==> config.mk <==
export PLATFORM = sky130hd
export DESIGN_NAME = pcm_frame_shifter
export DESIGN_NICKNAME = d
export VERILOG_FILES = /design/src/rtl/pcm_shift_pkg.sv /design/src/rtl/pcm_dir_gate.sv /design/src/rtl/pcm_tx_shifter.sv /design/src/rtl/pcm_rx_shifter.sv /design/src/rtl/pcm_frame_shifter.sv
export SDC_FILE = /design/constraint.sdc
export NUM_CORES = 1
export LEC_CHECK = 0
export ABC_AREA = 1
export BUFFER_PORTS_ARGS = -buffer_cell sky130_fd_sc_hd__buf_2
export CORE_ASPECT_RATIO = 0.75
export CORE_MARGIN = 5
export CORE_UTILIZATION = 37
export DETAILED_ROUTE_END_ITERATION = 8
export HOLD_SLACK_MARGIN = 0.08
export PLACE_DENSITY_LB_ADDON = 0.1
export SYNTH_ARGS = -nofsm -noshare
export SYNTH_HDL_FRONTEND = slang
export SYNTH_SLANG_ARGS = --single-unit
==> constraint.sdc <==
create_clock -name clk -period 3.7 [get_ports clk]
set_input_delay 0.74 -clock clk [delete_from_list [all_inputs] [get_ports clk]]
set_output_delay 0.74 -clock clk [all_outputs]
set_load 0.01 [all_outputs]
==> src/rtl/pcm_shift_pkg.sv <==
package pcm_shift_pkg;

    typedef enum logic [1:0] {
        SH_WAIT  = 2'd0,
        SH_LEAD  = 2'd1,
        SH_SHIFT = 2'd2
    } sh_state_e;

    localparam int DIR_TX  = 0;
    localparam int DIR_RX  = 1;
    localparam int NUM_DIR = 2;

endpackage

==> src/rtl/pcm_dir_gate.sv <==
module pcm_dir_gate #(
    parameter int NUM_DIR = 2
) (
    input  logic               port_en,
    input  logic [NUM_DIR-1:0] dir_en,
    output logic [NUM_DIR-1:0] dir_act
);

    // A direction runs only when the port and its own enable are both set
    for (genvar d = 0; d < NUM_DIR; d++) begin : g_dir
        assign dir_act[d] = port_en & dir_en[d];
    end

endmodule

==> src/rtl/pcm_tx_shifter.sv <==
module pcm_tx_shifter
    import pcm_shift_pkg::*;
#(
    parameter int FRAME_W = 32
) (
    input  logic               clk,
    input  logic               rst_n,
    input  logic               act,
    input  logic               msb_late,
    input  logic               bit_fall,
    input  logic               frame_sync,
    input  logic [FRAME_W-1:0] word_in,
    input  logic               fifo_empty,
    output logic               pop,
    output logic               starve,
    output logic               ser_out
);

    localparam int CNT_W = $clog2(FRAME_W);
    localparam logic [CNT_W-1:0] LAST = CNT_W'(FRAME_W - 1);

    sh_state_e          state_q, state_d;
    logic [FRAME_W-1:0] sh_q, sh_d;
    logic [CNT_W-1:0]   cnt_q, cnt_d;
    logic               out_q, out_d;
    logic               start;
    logic [FRAME_W-1:0] load_word;

    assign start     = bit_fall & frame_sync & act;
    assign load_word = fifo_empty ? '0 : word_in;

    // Next-state and datapath
    always_comb begin
        state_d = state_q;
        sh_d    = sh_q;
        cnt_d   = cnt_q;
        out_d   = out_q;
        if (!act) begin
            state_d = SH_WAIT;
            sh_d    = '0;
            cnt_d   = '0;
            out_d   = 1'b0;
        end else if (start) begin
            if (msb_late) begin
                state_d = SH_LEAD;
                sh_d    = load_word;
                out_d   = 1'b0;
            end else begin
                state_d = SH_SHIFT;
                out_d   = load_word[FRAME_W-1];
                sh_d    = {load_word[FRAME_W-2:0], 1'b0};
                cnt_d   = LAST;
            end
        end else if (bit_fall) begin
            unique case (state_q)
                SH_WAIT: begin
                    out_d = 1'b0;
                end
                SH_LEAD: begin
                    state_d = SH_SHIFT;
                    out_d   = sh_q[FRAME_W-1];
                    sh_d    = {sh_q[FRAME_W-2:0], 1'b0};
                    cnt_d   = LAST;
                end
                SH_SHIFT: begin
                    if (cnt_q == '0) begin
                        state_d = SH_WAIT;
                        out_d   = 1'b0;
                    end else begin
                        out_d = sh_q[FRAME_W-1];
                        sh_d  = {sh_q[FRAME_W-2:0], 1'b0};
                        cnt_d = cnt_q - 1'b1;
                    end
                end
                default: begin
                    state_d = SH_WAIT;
                    out_d   = 1'b0;
                end
            endcase
        end
    end

    // State register
    always_ff @(posedge clk or negedge rst_n) begin
        if (!rst_n) begin
            state_q <= SH_WAIT;
            sh_q    <= '0;
            cnt_q   <= '0;
            out_q   <= 1'b0;
        end else begin
            state_q <= state_d;
            sh_q    <= sh_d;
            cnt_q   <= cnt_d;
            out_q   <= out_d;
        end
    end

    // Outputs
    always_comb begin
        pop     = start & ~fifo_empty;
        starve  = start & fifo_empty;
        ser_out = out_q;
    end

    a_r5_idle_line_low: assert property (@(posedge clk) disable iff (!rst_n)
        (state_q == SH_WAIT) |-> (out_q == 1'b0));

    a_r10_tx_off_quiet: assert property (@(posedge clk) disable iff (!rst_n)
        !act |=> (out_q == 1'b0 && state_q == SH_WAIT));

    a_r6_starve_sends_zero: assert property (@(posedge clk) disable iff (!rst_n)
        starve |=> (out_q == 1'b0));

    a_r4_lead_slot_low: assert property (@(posedge clk) disable iff (!rst_n)
        (state_q == SH_LEAD) |-> (out_q == 1'b0));

endmodule

==> src/rtl/pcm_rx_shifter.sv <==
module pcm_rx_shifter
    import pcm_shift_pkg::*;
#(
    parameter int FRAME_W = 32
) (
    input  logic               clk,
    input  logic               rst_n,
    input  logic               act,
    input  logic               msb_late,
    input  logic               bit_fall,
    input  logic               bit_rise,
    input  logic               frame_sync,
    input  logic               ser_in,
    output logic               push,
    output logic [FRAME_W-1:0] word_out
);

    localparam int CNT_W = $clog2(FRAME_W);
    localparam logic [CNT_W-1:0] LAST = CNT_W'(FRAME_W - 1);

    sh_state_e          state_q, state_d;
    logic [FRAME_W-1:0] sh_q, sh_d;
    logic [FRAME_W-1:0] word_q, word_d;
    logic [CNT_W-1:0]   cnt_q, cnt_d;
    logic               push_q, push_d;
    logic               start;

    assign start = bit_fall & frame_sync & act;

    // Next-state and datapath
    always_comb begin
        state_d = state_q;
        sh_d    = sh_q;
        word_d  = word_q;
        cnt_d   = cnt_q;
        push_d  = 1'b0;
        if (!act) begin
            state_d = SH_WAIT;
            cnt_d   = '0;
        end else if (start) begin
            state_d = msb_late ? SH_LEAD : SH_SHIFT;
            cnt_d   = '0;
        end else begin
            unique case (state_q)
                SH_WAIT: begin
                    cnt_d = '0;
                end
                SH_LEAD: begin
                    if (bit_fall) begin
                        state_d = SH_SHIFT;
                        cnt_d   = '0;
                    end
                end
                SH_SHIFT: begin
                    if (bit_rise) begin
                        sh_d  = {sh_q[FRAME_W-2:0], ser_in};
                        cnt_d = cnt_q + 1'b1;
                        if (cnt_q == LAST) begin
                            push_d  = 1'b1;
                            word_d  = {sh_q[FRAME_W-2:0], ser_in};
                            state_d = SH_WAIT;
                        end
                    end
                end
                default: begin
                    state_d = SH_WAIT;
                end
            endcase
        end
    end

    // State register
    always_ff @(posedge clk or negedge rst_n) begin
        if (!rst_n) begin
            state_q <= SH_WAIT;
            sh_q    <= '0;
            word_q  <= '0;
            cnt_q   <= '0;
            push_q  <= 1'b0;
        end else begin
            state_q <= state_d;
            sh_q    <= sh_d;
            word_q  <= word_d;
            cnt_q   <= cnt_d;
            push_q  <= push_d;
        end
    end

    // Outputs
    always_comb begin
        push     = push_q;
        word_out = word_q;
    end

    a_r7_push_single_pulse: assert property (@(posedge clk) disable iff (!rst_n)
        push_q |=> !push_q);

    a_r9_word_held_between_pushes: assert property (@(posedge clk) disable iff (!rst_n)
        !push_q |-> $stable(word_q));

    a_r10_rx_off_no_push: assert property (@(posedge clk) disable iff (!rst_n)
        !act |=> !push_q);

    a_r8_push_ends_frame: assert property (@(posedge clk) disable iff (!rst_n)
        push_q |-> (state_q == SH_WAIT));

endmodule

==> src/rtl/pcm_frame_shifter.sv <==
module pcm_frame_shifter
    import pcm_shift_pkg::*;
#(
    parameter int SAMPLE_W = 16,
    parameter int CHANNELS = 2,
    localparam int FRAME_W = SAMPLE_W * CHANNELS
) (
    input  logic               clk,
    input  logic               rst_n,
    input  logic               port_en,
    input  logic               tx_dir_en,
    input  logic               rx_dir_en,
    input  logic               tx_msb_late,
    input  logic               rx_msb_late,
    input  logic               bit_fall,
    input  logic               bit_rise,
    input  logic               frame_sync,
    input  logic               ser_in,
    output logic               ser_out,
    output logic               tx_pop,
    input  logic [FRAME_W-1:0] tx_word,
    input  logic               tx_empty,
    output logic               tx_starve,
    output logic               rx_push,
    output logic [FRAME_W-1:0] rx_word
);

    logic [NUM_DIR-1:0] dir_en;
    logic [NUM_DIR-1:0] dir_act;

    assign dir_en[DIR_TX] = tx_dir_en;
    assign dir_en[DIR_RX] = rx_dir_en;

    pcm_dir_gate #(
        .NUM_DIR (NUM_DIR)
    ) u_gate (
        .port_en (port_en),
        .dir_en  (dir_en),
        .dir_act (dir_act)
    );

    pcm_tx_shifter #(
        .FRAME_W (FRAME_W)
    ) u_tx (
        .clk        (clk),
        .rst_n      (rst_n),
        .act        (dir_act[DIR_TX]),
        .msb_late   (tx_msb_late),
        .bit_fall   (bit_fall),
        .frame_sync (frame_sync),
        .word_in    (tx_word),
        .fifo_empty (tx_empty),
        .pop        (tx_pop),
        .starve     (tx_starve),
        .ser_out    (ser_out)
    );

    pcm_rx_shifter #(
        .FRAME_W (FRAME_W)
    ) u_rx (
        .clk        (clk),
        .rst_n      (rst_n),
        .act        (dir_act[DIR_RX]),
        .msb_late   (rx_msb_late),
        .bit_fall   (bit_fall),
        .bit_rise   (bit_rise),
        .frame_sync (frame_sync),
        .ser_in     (ser_in),
        .push       (rx_push),
        .word_out   (rx_word)
    );

    a_r2_pop_not_when_empty: assert property (@(posedge clk) disable iff (!rst_n)
        tx_pop |-> !tx_empty);

    a_r10_tx_inactive_no_pop: assert property (@(posedge clk) disable iff (!rst_n)
        !(port_en && tx_dir_en) |-> !(tx_pop || tx_starve));

endmodule

== Yosys cells after proc, flatten, opt, wreduce, memory -nomap -nowiden ==
Cells that the tools add are included.
Storage, ports and cells
  word-level logic and storage cells: 88
  input port bits: 44
  output and inout bits: 36
  register bits after elaboration: 111
Cells by class
  eq/ne operators: 16
  add/subtract/negate cells: 2
  bitwise logic cells: 9
  mux-type cells: 42
  reductions and logical operators: 10
Operators by type and width (number)
  32-bit two-way mux: 6
  32-bit one-hot mux with 2 select lines: 1
  5-bit two-way mux: 9
  4-bit inequality test (second input constant): 6
  2-bit two-way mux: 11
  5-bit one-hot mux with 3 select lines: 1
  3-bit inequality test (second input constant): 4
  2-bit one-hot mux with 3 select lines: 2
  4-bit AND reduction: 3
  1-bit two-way mux: 10
  5-bit one-hot mux with 2 select lines: 1
  3-bit AND reduction: 3
  1-bit AND: 7
  5-bit by 1-bit adder with 5-bit output (second input constant): 1
  5-bit == test (second input constant): 1
  5-bit logical NOT: 1
  5-bit inequality test (second input constant): 1
  5-bit AND reduction: 1
  5-bit by 1-bit subtractor with 5-bit output (second input constant): 1
  2-bit by 1-bit == test with 1-bit output (second input constant): 2
  2-bit == test (second input constant): 2
  2-bit logical NOT: 2
  1-bit NOT: 2
  1-bit one-hot mux with 2 select lines: 1

== Depth between registers and ports, before layout ==
Gate-level depths: netlist of the first run.
  depth in word-level cells: 6
  mapped depth: 10
  gate-level depth less buffers: 10

== Hierarchy ==
A second synthesis of the first run with hierarchy kept.
Unflattened totals
  cell total of the unflattened synthesis: 750
  area, all modules: 5952.0 um2
Modules (own cells, without submodules)
  pcm_rx_shifter: instances 1, area an instance 3213.1 um2, seq. area each 1776.7 um2, cells an instance 312
  pcm_tx_shifter: instances 1, area an instance 2723.9 um2, seq. area each 1001.0 um2, cells an instance 434
  pcm_dir_gate: instances 1, area an instance 15.0 um2, seq. area each 0.0 um2, cells an instance 4

== Worst setup path before layout of the first run ==
OpenSTA, ideal clock, no wires.
  path type: input to output
  start point: in frame_sync
  end point: out tx_pop
  stages: 4
  slack: 1.688 ns
  path buffers: 0
  data required time: 2.960 ns
  arrival: 1.272 ns
  cells stage by stage: nand2_2 nor2_4 inv_1 nor2_1
Between the ends
  longest elaborated chain between the ends: 3
RTL lines
  start, declared: RTL line pcm_frame_shifter.sv:17  | input logic frame_sync,
  1-bit AND (2 in series): RTL line pcm_tx_shifter.sv:29  | assign start = bit_fall & frame_sync & act;
  1-bit AND: RTL line pcm_tx_shifter.sv:100  | pop = start & ~fifo_empty;
  end, declared: RTL line pcm_frame_shifter.sv:20  | output logic tx_pop,
Every way passes these cells.

== Worst setup path after layout of the first run ==
  start point: reg u_rx.state_q[0]
  end point: reg u_rx.word_q[18] (netlist: u_rx.word_out[18])
Between the ends
  longest elaborated chain between the ends: 2
RTL lines
  start, declared: RTL line pcm_rx_shifter.sv:21  | sh_state_e state_q, state_d;
  start signal, assigned: RTL line pcm_rx_shifter.sv:81  | state_q <= state_d;
  2-bit == test: RTL line pcm_rx_shifter.sv:44  | unique case (state_q)
  5-bit AND reduction (no line)
  end signal, assigned: RTL line pcm_rx_shifter.sv:83  | word_q <= word_d;
  end, declared: RTL line pcm_rx_shifter.sv:23  | logic [FRAME_W-1:0] word_q, word_d;
Every way passes these cells.
A chain may end at the register's enable or synchronous reset.

==> run summary, run 1 <==
In this run the worst path has a maximum fanout of 63. Of the synthesized area, sequential elements account for 49.0%. Counting the buffers created by CTS gives 9. Together, buffers and inverters on the worst path number 4. The number of antenna diodes in the final layout is 0. Among all flip-flop cells after synthesis, the most frequent one is sky130_fd_sc_hd__dfrtp_1. Clock root buffer: sky130_fd_sc_hd__clkbuf_16. In this run the register-to-register setup slack is 1380 ps. The tools report the global-route wire length before repair as 21.8 mm. The global routing stage identified its most utilized layer as met2.

The worst voltage drop across the vdd grid is 0.000208 V, and the clock net sink count is 111. Of the cells placed in the final design, the portion with a size suffix greater than 1 is 18.0%. In this run, synthesis produced a sequential element count of 111.

The total setup buffers inserted after CTS is 0. Of the total power, the clock network draws 40.5%. The number of antenna violations at the first check in global routing is 0, and the data required time of the worst path is 3930 ps. Via count of the first global-routing pass: 4620.

TritonCTS built the clock tree. The detail route stage leaves a number of antenna-violating nets equal to 0. The H-tree was split into 3 levels.

The tool flagged a number of max-cap violations equal to 0. The tools report the area inside the core boundary as 15100 sq um. The total vias in the final route was 4733. In this run the count of I/O pins placed on the die edge is 80. After detailed routing, the number of vias per cell comes to 4.65. The global routing usage on met2 was 23.5%. Summing every instance area after synthesis gives 5670 sq um. Port buffering added 79 buffers. After floorplanning, the core was divided into 39 placement rows. The average wire per cell in the routed design works out to 12.3 microns. The first TritonRoute pass finished after 5 iterations.

The clock skew after layout was 9.70 ps; the final count of negative-setup-slack endpoints was 0. The leakage power total was 3.58 nW; the count of final hold-check violations was 0. The arrival time of data at the critical path endpoint came out at 2550 ps. The worst setup path is captured at a flop. Hold buffer count at CTS: 0. The number of buffers on the longest clock path was 2; the fraction of met3 tracks used by global routing was 3.49%. The run finished with clean final reports. The netlist uses 25 different library cells. The time the final worst path needs with I/O delays and setup came out at 2320 ps. Walking the worst path, the cells encountered are inv_1 > ha_1 > inv_1 > nor2_4 > nand2_4 > inv_2 > nand2_4 > buf_4 > nand2_1 > o21ai_2. The tools report the kind of start point of the critical path as a flop. The post-route fraction of the period consumed by the critical path is 62.8%, and the starting density of the core is 37.5%. The synthesis-to-finish area growth was 14.8%; the total number of cells along the worst setup path was 10. The pin count of the biggest net entering global routing was 64; the remaining global-route overflow was 0. In this run, synthesis inferred 0 flip-flops with an integrated enable. On the worst path, the slowest cell contributes a delay of 400 ps. Combinational cells account for 9.0% of the total power.

The average footprint of a synthesized cell was 7.60 sq um; the number of gates resized after cts was 0. After detailed routing, the total wire length is 12.5 mm. The die is 153 microns wide. Sequential cells burn 50.5% of the power. The floorplan step defined a die boundary enclosing 17900 sq um.

The Yosys step of the flow raised 0 warnings. The worst setup path is of the flop to flop kind. Net switching is 24.6% of the power. The floorplan step set the die height to 117 microns. Counting every instance in the synthesized netlist gives 746.

For met1 alone, demand over resource in global routing was 20.4%. Count of unresolved DRC violations after routing: 0. Counting cells, the worst reg-to-reg path comes to 10. The number of DRC markers after the initial detailed-route iteration came out at 315. In the synthesized netlist the async set-or-reset flop fraction comes to 100%. Static timing analysis puts the maximum clock frequency at 431 MHz. Counting every net in the synthesized netlist gives 799. The actual transition at the worst max-transition pin was 1010 ps. After clock tree synthesis, the clock-pin slew on the worst setup and hold paths is 80 ps. Detailed placement ended at an HPWL of 8.49 mm. For the final weighted congestion in routability-driven placement, the log shows 0.799. Among cell families on the critical path, the largest total delay comes from simple AND/OR/NAND/NOR gates. Summed over all nets, the switching power comes to 0.613 mW.

The setup total negative slack came out at 0 ps. In the global route stage, overall resource usage came out at 14.6%. Among all stages on the critical path, the largest delay is contributed by sky130_fd_sc_hd__dfrtp_1. The tightest hold path in the finished design has a slack of 453 ps. Clock latency on the worst-skew pair, taken at its later pin, is 340 ps.

Setup repair after global routing left no endpoint under its margin. Cell internal power was estimated by the tool at 1.88 mW. The path class of the tightest hold or removal check is primary input to async pin.

Headroom to the max-slew limit came out at 32.7%. Power spread over the standard cell area amounts to 382 nW/um^2. The layout net count is 861, and the final max-slew violation count is 0.
[registers in the layout, summed over array words and instances (netlist names)]
signal         flops
u_rx.push          1
u_rx.word_out     32
u_rx.cnt_q         5
u_tx.cnt_q         5
u_tx.state_q       2
u_rx.sh_q         31
u_tx.sh_q         32
u_rx.state_q       2
u_tx.ser_out       1
[cells in the mapped netlist, types with 6 or more instances]
master / count / area (sq um)
sky130_fd_sc_hd__nand2_1: 341 / 1280
sky130_fd_sc_hd__o21ai_1: 7 / 35.0
sky130_fd_sc_hd__nand3_1: 76 / 380
sky130_fd_sc_hd__ha_1: 9 / 113
sky130_fd_sc_hd__dfrtp_1: 111 / 2780
sky130_fd_sc_hd__clkbuf_1: 13 / 48.8
sky130_fd_sc_hd__inv_1: 56 / 210
sky130_fd_sc_hd__o21ai_2: 24 / 210
sky130_fd_sc_hd__nand2_2: 6 / 37.5
sky130_fd_sc_hd__buf_6: 6 / 67.6
sky130_fd_sc_hd__buf_2: 15 / 75.1
sky130_fd_sc_hd__nor2_1: 19 / 71.3
sky130_fd_sc_hd__o21ai_0: 35 / 175
sky130_fd_sc_hd__nand4_1: 6 / 37.5
[final timing paths]
| path | start | to |
|---|---|---|
| max in group asynchronous | rst_n | u_rx.sh_q[15]$_DFFE_PN0P_ |
| max | u_rx.state_q[0]$_DFFE_PN0P_ | u_rx.word_out[18]$_DFFE_PN0P_ |
| min in group clk | u_tx.sh_q[11]$_DFFE_PN0P_ | u_tx.sh_q[11]$_DFFE_PN0P_ |
| max reg2reg | u_rx.state_q[0]$_DFFE_PN0P_ | u_rx.word_out[18]$_DFFE_PN0P_ |
| min reg2reg | u_tx.sh_q[11]$_DFFE_PN0P_ | u_tx.sh_q[11]$_DFFE_PN0P_ |
| min | rst_n | u_tx.state_q[1]$_DFFE_PN0P_ |
[cells by family (layout without fill, tap and decap cells)]
kind of cell	after synthesis	after routing	share of synthesized area, %
AO/OA/AOI/OAI	70	70	7.81
adder cells (fa/ha/maj)	9	9	1.99
buffers and inverters	97	164	7.74
flip-flops	111	111	49.0
AND/OR/NAND/NOR	459	459	33.5
[through the flow]
| step | worst slack [ps] | cell area [sq um] | utilization [%] | power (mW) | std cells |
|---|---|---|---|---|---|
| after floorplan | 1690 | 5670 | - | 1.42 | 746 |
| after global placement | 1100 | 6190 | 40.9 | 1.50 | 1002 |
| after detailed placement | 1050 | 6190 | 40.9 | 1.51 | 1002 |
| after CTS | 1350 | 6510 | 43.0 | 2.53 | 1018 |
| after global routing | 1130 | 6510 | 43.0 | 2.62 | 1018 |
| final | 1380 | 6510 | 43.0 | 2.49 | 1018 |
[cells in the final DEF (no fill, tap or decap)]
cell	synthesis	layout
sky130_fd_sc_hd__a21oi_1	2	2
sky130_fd_sc_hd__clkinv_4	0	2
sky130_fd_sc_hd__buf_4	3	9
sky130_fd_sc_hd__o21ai_2	24	24
sky130_fd_sc_hd__nor2_4	3	3
sky130_fd_sc_hd__bufinv_16	0	1
sky130_fd_sc_hd__a31oi_1	2	2
sky130_fd_sc_hd__nand3b_1	1	1
sky130_fd_sc_hd__inv_2	3	3
sky130_fd_sc_hd__clkinv_1	1	1
sky130_fd_sc_hd__nor2_2	1	1
sky130_fd_sc_hd__nor3_1	1	1
sky130_fd_sc_hd__or2_2	3	3
sky130_fd_sc_hd__nand2_4	2	2
sky130_fd_sc_hd__clkinvlp_4	0	1
sky130_fd_sc_hd__inv_1	56	56
sky130_fd_sc_hd__nand2_2	6	6
sky130_fd_sc_hd__o21ai_1	7	7
sky130_fd_sc_hd__buf_2	15	78
sky130_fd_sc_hd__clkbuf_16	0	9
sky130_fd_sc_hd__nand4_1	6	6
sky130_fd_sc_hd__nand2_1	341	341
sky130_fd_sc_hd__o21ai_0	35	35
sky130_fd_sc_hd__ha_1	9	9
sky130_fd_sc_hd__dfrtp_1	111	111
sky130_fd_sc_hd__buf_12	0	1
sky130_fd_sc_hd__nor2_1	19	19
sky130_fd_sc_hd__nand3_1	76	76
sky130_fd_sc_hd__inv_6	0	1
sky130_fd_sc_hd__clkbuf_8	0	2
[routing by layer]
layer | routed length [microns] | part of all wire [%] | up-vias
li1 | - | - | 2458
met1 | 6390 | 51 | 2184
met2 | 5530 | 44 | 85
met3 | 496 | 4.0 | 6
met4 | 72 | 0.58 | 0
met5 | 0 | 0 | -
[power groups by stage]
| stage | logic (mW) | clock network [mW] | registers [mW] |
|---|---|---|---|
| 3_3_place_gp | 0.223 | 0 | 1.28 |
| 6_report | 0.224 | 1.01 | 1.26 |
| 4_1_cts | 0.229 | 1.04 | 1.26 |
| 5_1_grt | 0.263 | 1.10 | 1.26 |
| 3_5_place_dp | 0.227 | 0 | 1.28 |
| 2_1_floorplan | 0.141 | 0 | 1.28 |
[final cells by class]
cell class                      instances  area (sq um)
Inverter                               60           225
Fill cell                            1570          8620
Multi-Input combinational cell        538          2460
Clock buffer                           11           253
Clock inverter                          5          63.8
Sequential cell                       111          2780
Tap cell                              205           256
Timing Repair Buffer                   88           478
Power figures use the tool's default switching activity.
==> inputs of run 2 (changes only) <==
- clock period: 3.7 -> 1.95 ns (I/O delays scaled with it)
==> run 2 against run 1 <==
Net effect:
- cell area rose by 1.2%
- hold slack worse by 370 ps
- critical path depth down 2
- highest routed layer unchanged
==> run summary, run 2 (same netlist as run 1, synthesis figures left out) <==
The cell count after placement is 1007 (+0.50%), and the number of H-tree levels is 3 (unchanged). The most common library cell in the layout ignoring fill and taps is sky130_fd_sc_hd__nand2_1. The clock net sink count is 111 (unchanged).

The worst setup path is of the flop to flop kind. The actual transition at the worst max-transition pin came out at 626 ps (-382 ps). Number of standard cells in the final layout excluding fillers: 1023 (+0.49%). For the pin count of the biggest net entering global routing, the log shows 112 (+75%). Final count of negative-setup-slack endpoints: 0 (unchanged).

Areal power density over the cells: 713 nW/um^2 (+87%). The run finished with clean final reports. The worst voltage drop across the vdd grid is 0.000380 V (+82%), and the share of cells above drive strength 1 is 18.5% (+0.50 points).

The worst register-to-register path begins at u_rx.cnt_q[0]$_DFFE_PN0P_. The logs give 0.810 (+1.5%) for the final weighted congestion in routability-driven placement and 4.70 mW (+89%) for the overall power consumption. The x dimension of the die was 153 microns (unchanged). The via count of the first global-routing pass is 4547 (-1.6%), and the average wire per cell in the routed design is 11.9 microns (-3.2%). The highest clock frequency the design can meet was 582 MHz (+35%).

In the layout the commonest cells are 341 x sky130_fd_sc_hd__nand2_1, 111 x sky130_fd_sc_hd__dfrtp_1, 78 x sky130_fd_sc_hd__buf_2. The clock skew after layout was 5.59 ps (-4.11 ps); the number of buffers on the longest clock path was 2 (unchanged). The logs give 0 (unchanged) for the number of antenna violations at the first check in global routing and 85.8 ps (-367 ps) for the final hold slack.

The hold buffer count at CTS is 0 (unchanged), and the setup total negative slack is 0 ps (unchanged). The tools report the I/O pin count as 80 (unchanged). The data required time of the worst path was 2230 ps (-1700 ps); the clock transition time at the flip-flop clock pins of the worst setup and hold paths was 70 ps (about the same). The global-route wire length before repair is 21.0 mm (-3.7%), and the total setup buffers inserted after CTS is 0 (unchanged). The run gives 332 (+5.4%) as the number of DRC markers after the initial detailed-route iteration.

Setup repair after global routing left no endpoint under its margin. The vertical die dimension works out to 117 microns (unchanged). For the antenna violation net count after detailed routing, the log shows 0 (unchanged).

Among all stages on the critical path, the largest delay is contributed by sky130_fd_sc_hd__dfrtp_1. The clock root buffer was sky130_fd_sc_hd__clkbuf_16. The largest stage delay on the critical path was 420 ps (+20 ps).

The highest net fanout along the worst path was 34 (-46%); the final HPWL from detailed placement was 8.33 mm (-1.9%). The synthesis-to-finish area growth came out at 16.1%. The run gives 3.63 nW (+1.3%) as the leakage power total. The ratio of routed vias to standard cells is 4.62 (-0.72%).

The tools report the antenna diode count as 0 (unchanged). The die outline area was 17900 sq um (unchanged); the number of iterations in the first detailed-routing pass was 4 (-1). The starting density of the core was 37.5% (unchanged). The area inside the core boundary came out at 15100 sq um (unchanged). The number of max-capacitance violations reported is 0 (unchanged), and the final routed wirelength across all metal layers is 12.2 mm (-2.7%). The most critical setup path has its startpoint at u_rx.cnt_q[0]$_DFFE_PN0P_. Number of rows created at floorplan: 39 (unchanged). Number of buffers added by the clock tree synthesis step: 9 (unchanged).

The remaining global-route overflow was 0 (unchanged). The kind of start point of the critical path was a flop. Max-slew headroom at the worst pin: 58.3% (+26 points). Total placed instance area: 6280 sq um (+1.4%).

The post-route fraction of the period consumed by the critical path was 88.1% (+25 points); the arrival time of data at the critical path endpoint was 2000 ps (-550 ps). For the count of unresolved DRC violations after routing, the log shows 0 (unchanged). The number of inserted filler cells in the final layout was 1584 (+0.89%). For the global-route usage over all layers, the log shows 14.1% (-0.46 points). The run gives 0 (unchanged) as the final max-slew violation count. STA classifies the critical path endpoint as a flop. For the total vias in the final route, the log shows 4722 (-0.23%). TritonCTS built the clock tree. The kind of path behind the tightest hold check was primary input to async pin.

The run gives 0 (unchanged) as the number of gates resized after cts. Walking the worst path, the cells encountered are ha_1 > nand2_1 > nor2_1 > ha_1 > nand2_4 > buf_12 > nand2_1 > o21ai_1. The layout net count is 866 (+0.58%). The time the final worst path needs with I/O delays and setup is 1720 ps (-605 ps). The post-layout instance area was 6590 sq um (+1.2%). The logs give 350 ps (about the same) for the worst-skew pair later-pin latency and 0 (unchanged) for the count of final hold-check violations. The number of buffer cells added on primary ports works out to 79 (unchanged).
## run 2: cell types whose count changed in the layout (fill, tap and decap cells not counted)
cell	change
sky130_fd_sc_hd__buf_12	+4
sky130_fd_sc_hd__clkbuf_8	-2
sky130_fd_sc_hd__clkinv_2	+2
sky130_fd_sc_hd__buf_4	+1
sky130_fd_sc_hd__clkinv_4	-1
sky130_fd_sc_hd__clkinv_8	+1
sky130_fd_sc_hd__clkinvlp_4	-1
sky130_fd_sc_hd__inv_6	+1
## run 2: layer usage
layer	share of wire, %	GRT usage, %
met4	1.2	3.86
met1	50	19.1
met5	0	0
met2	45	22.9
met3	3.7	3.64
## run 2: path summary, 6_finish.rpt
check                                                endpoint  slack (ps)  depth (start not counted)
worst max-delay path            u_rx.word_out[14]$_DFFE_PN0P_         230                          8
worst min-delay path                 u_tx.sh_q[0]$_DFFE_PN0P_          90                          2
worst max register to register  u_rx.word_out[14]$_DFFE_PN0P_         230                          8
worst min register to register       u_tx.sh_q[6]$_DFFE_PN0P_         470                          2
max in group asynchronous           u_tx.sh_q[23]$_DFFE_PN0P_        1370                          2
min in group clk                  u_rx.state_q[0]$_DFFE_PN0P_         270                          3
## run 2: where the power goes
part           internal, mW  total [mW]  leakage [nW]  switching [mW]
sequential             2.35        2.38          1.53          0.0314
clock                  1.01        1.88         0.153           0.868
combinational         0.146       0.434          1.95           0.288
total                  3.51        4.70          3.63            1.19
## run 2: critical path, delay by kind of cell, from the launching register on
kind,cells,cell delay (ps)
flip-flops,1,420
AND/OR/NAND/NOR,4,450
buffers and inverters,1,240
AO/OA/AOI/OAI,1,70
adder cells (fa/ha/maj),2,460
## run 2: area by class of cell
cell class / instances / area, sq um / area share [%]
Sequential cell: 111 / 2780 / 42.2
Multi-Input combinational cell: 538 / 2460 / 37.3
Timing Repair Buffer: 93 / 566 / 8.58
Tap cell: 205 / 256 / 3.89
Clock buffer: 9 / 225 / 3.42
Inverter: 60 / 225 / 3.42
Clock inverter: 7 / 82.6 / 1.25
## run 2: stage by stage
| stage | utilization (%) | setup slack, ps |
|---|---|---|
| final | 43.6 | 232 |
| after global routing | 43.6 | 35.3 |
| after CTS | 43.6 | 220 |
| after detailed placement | 41.5 | 221 |
| after global placement | 41.5 | 275 |
| after floorplan | - | 485 |
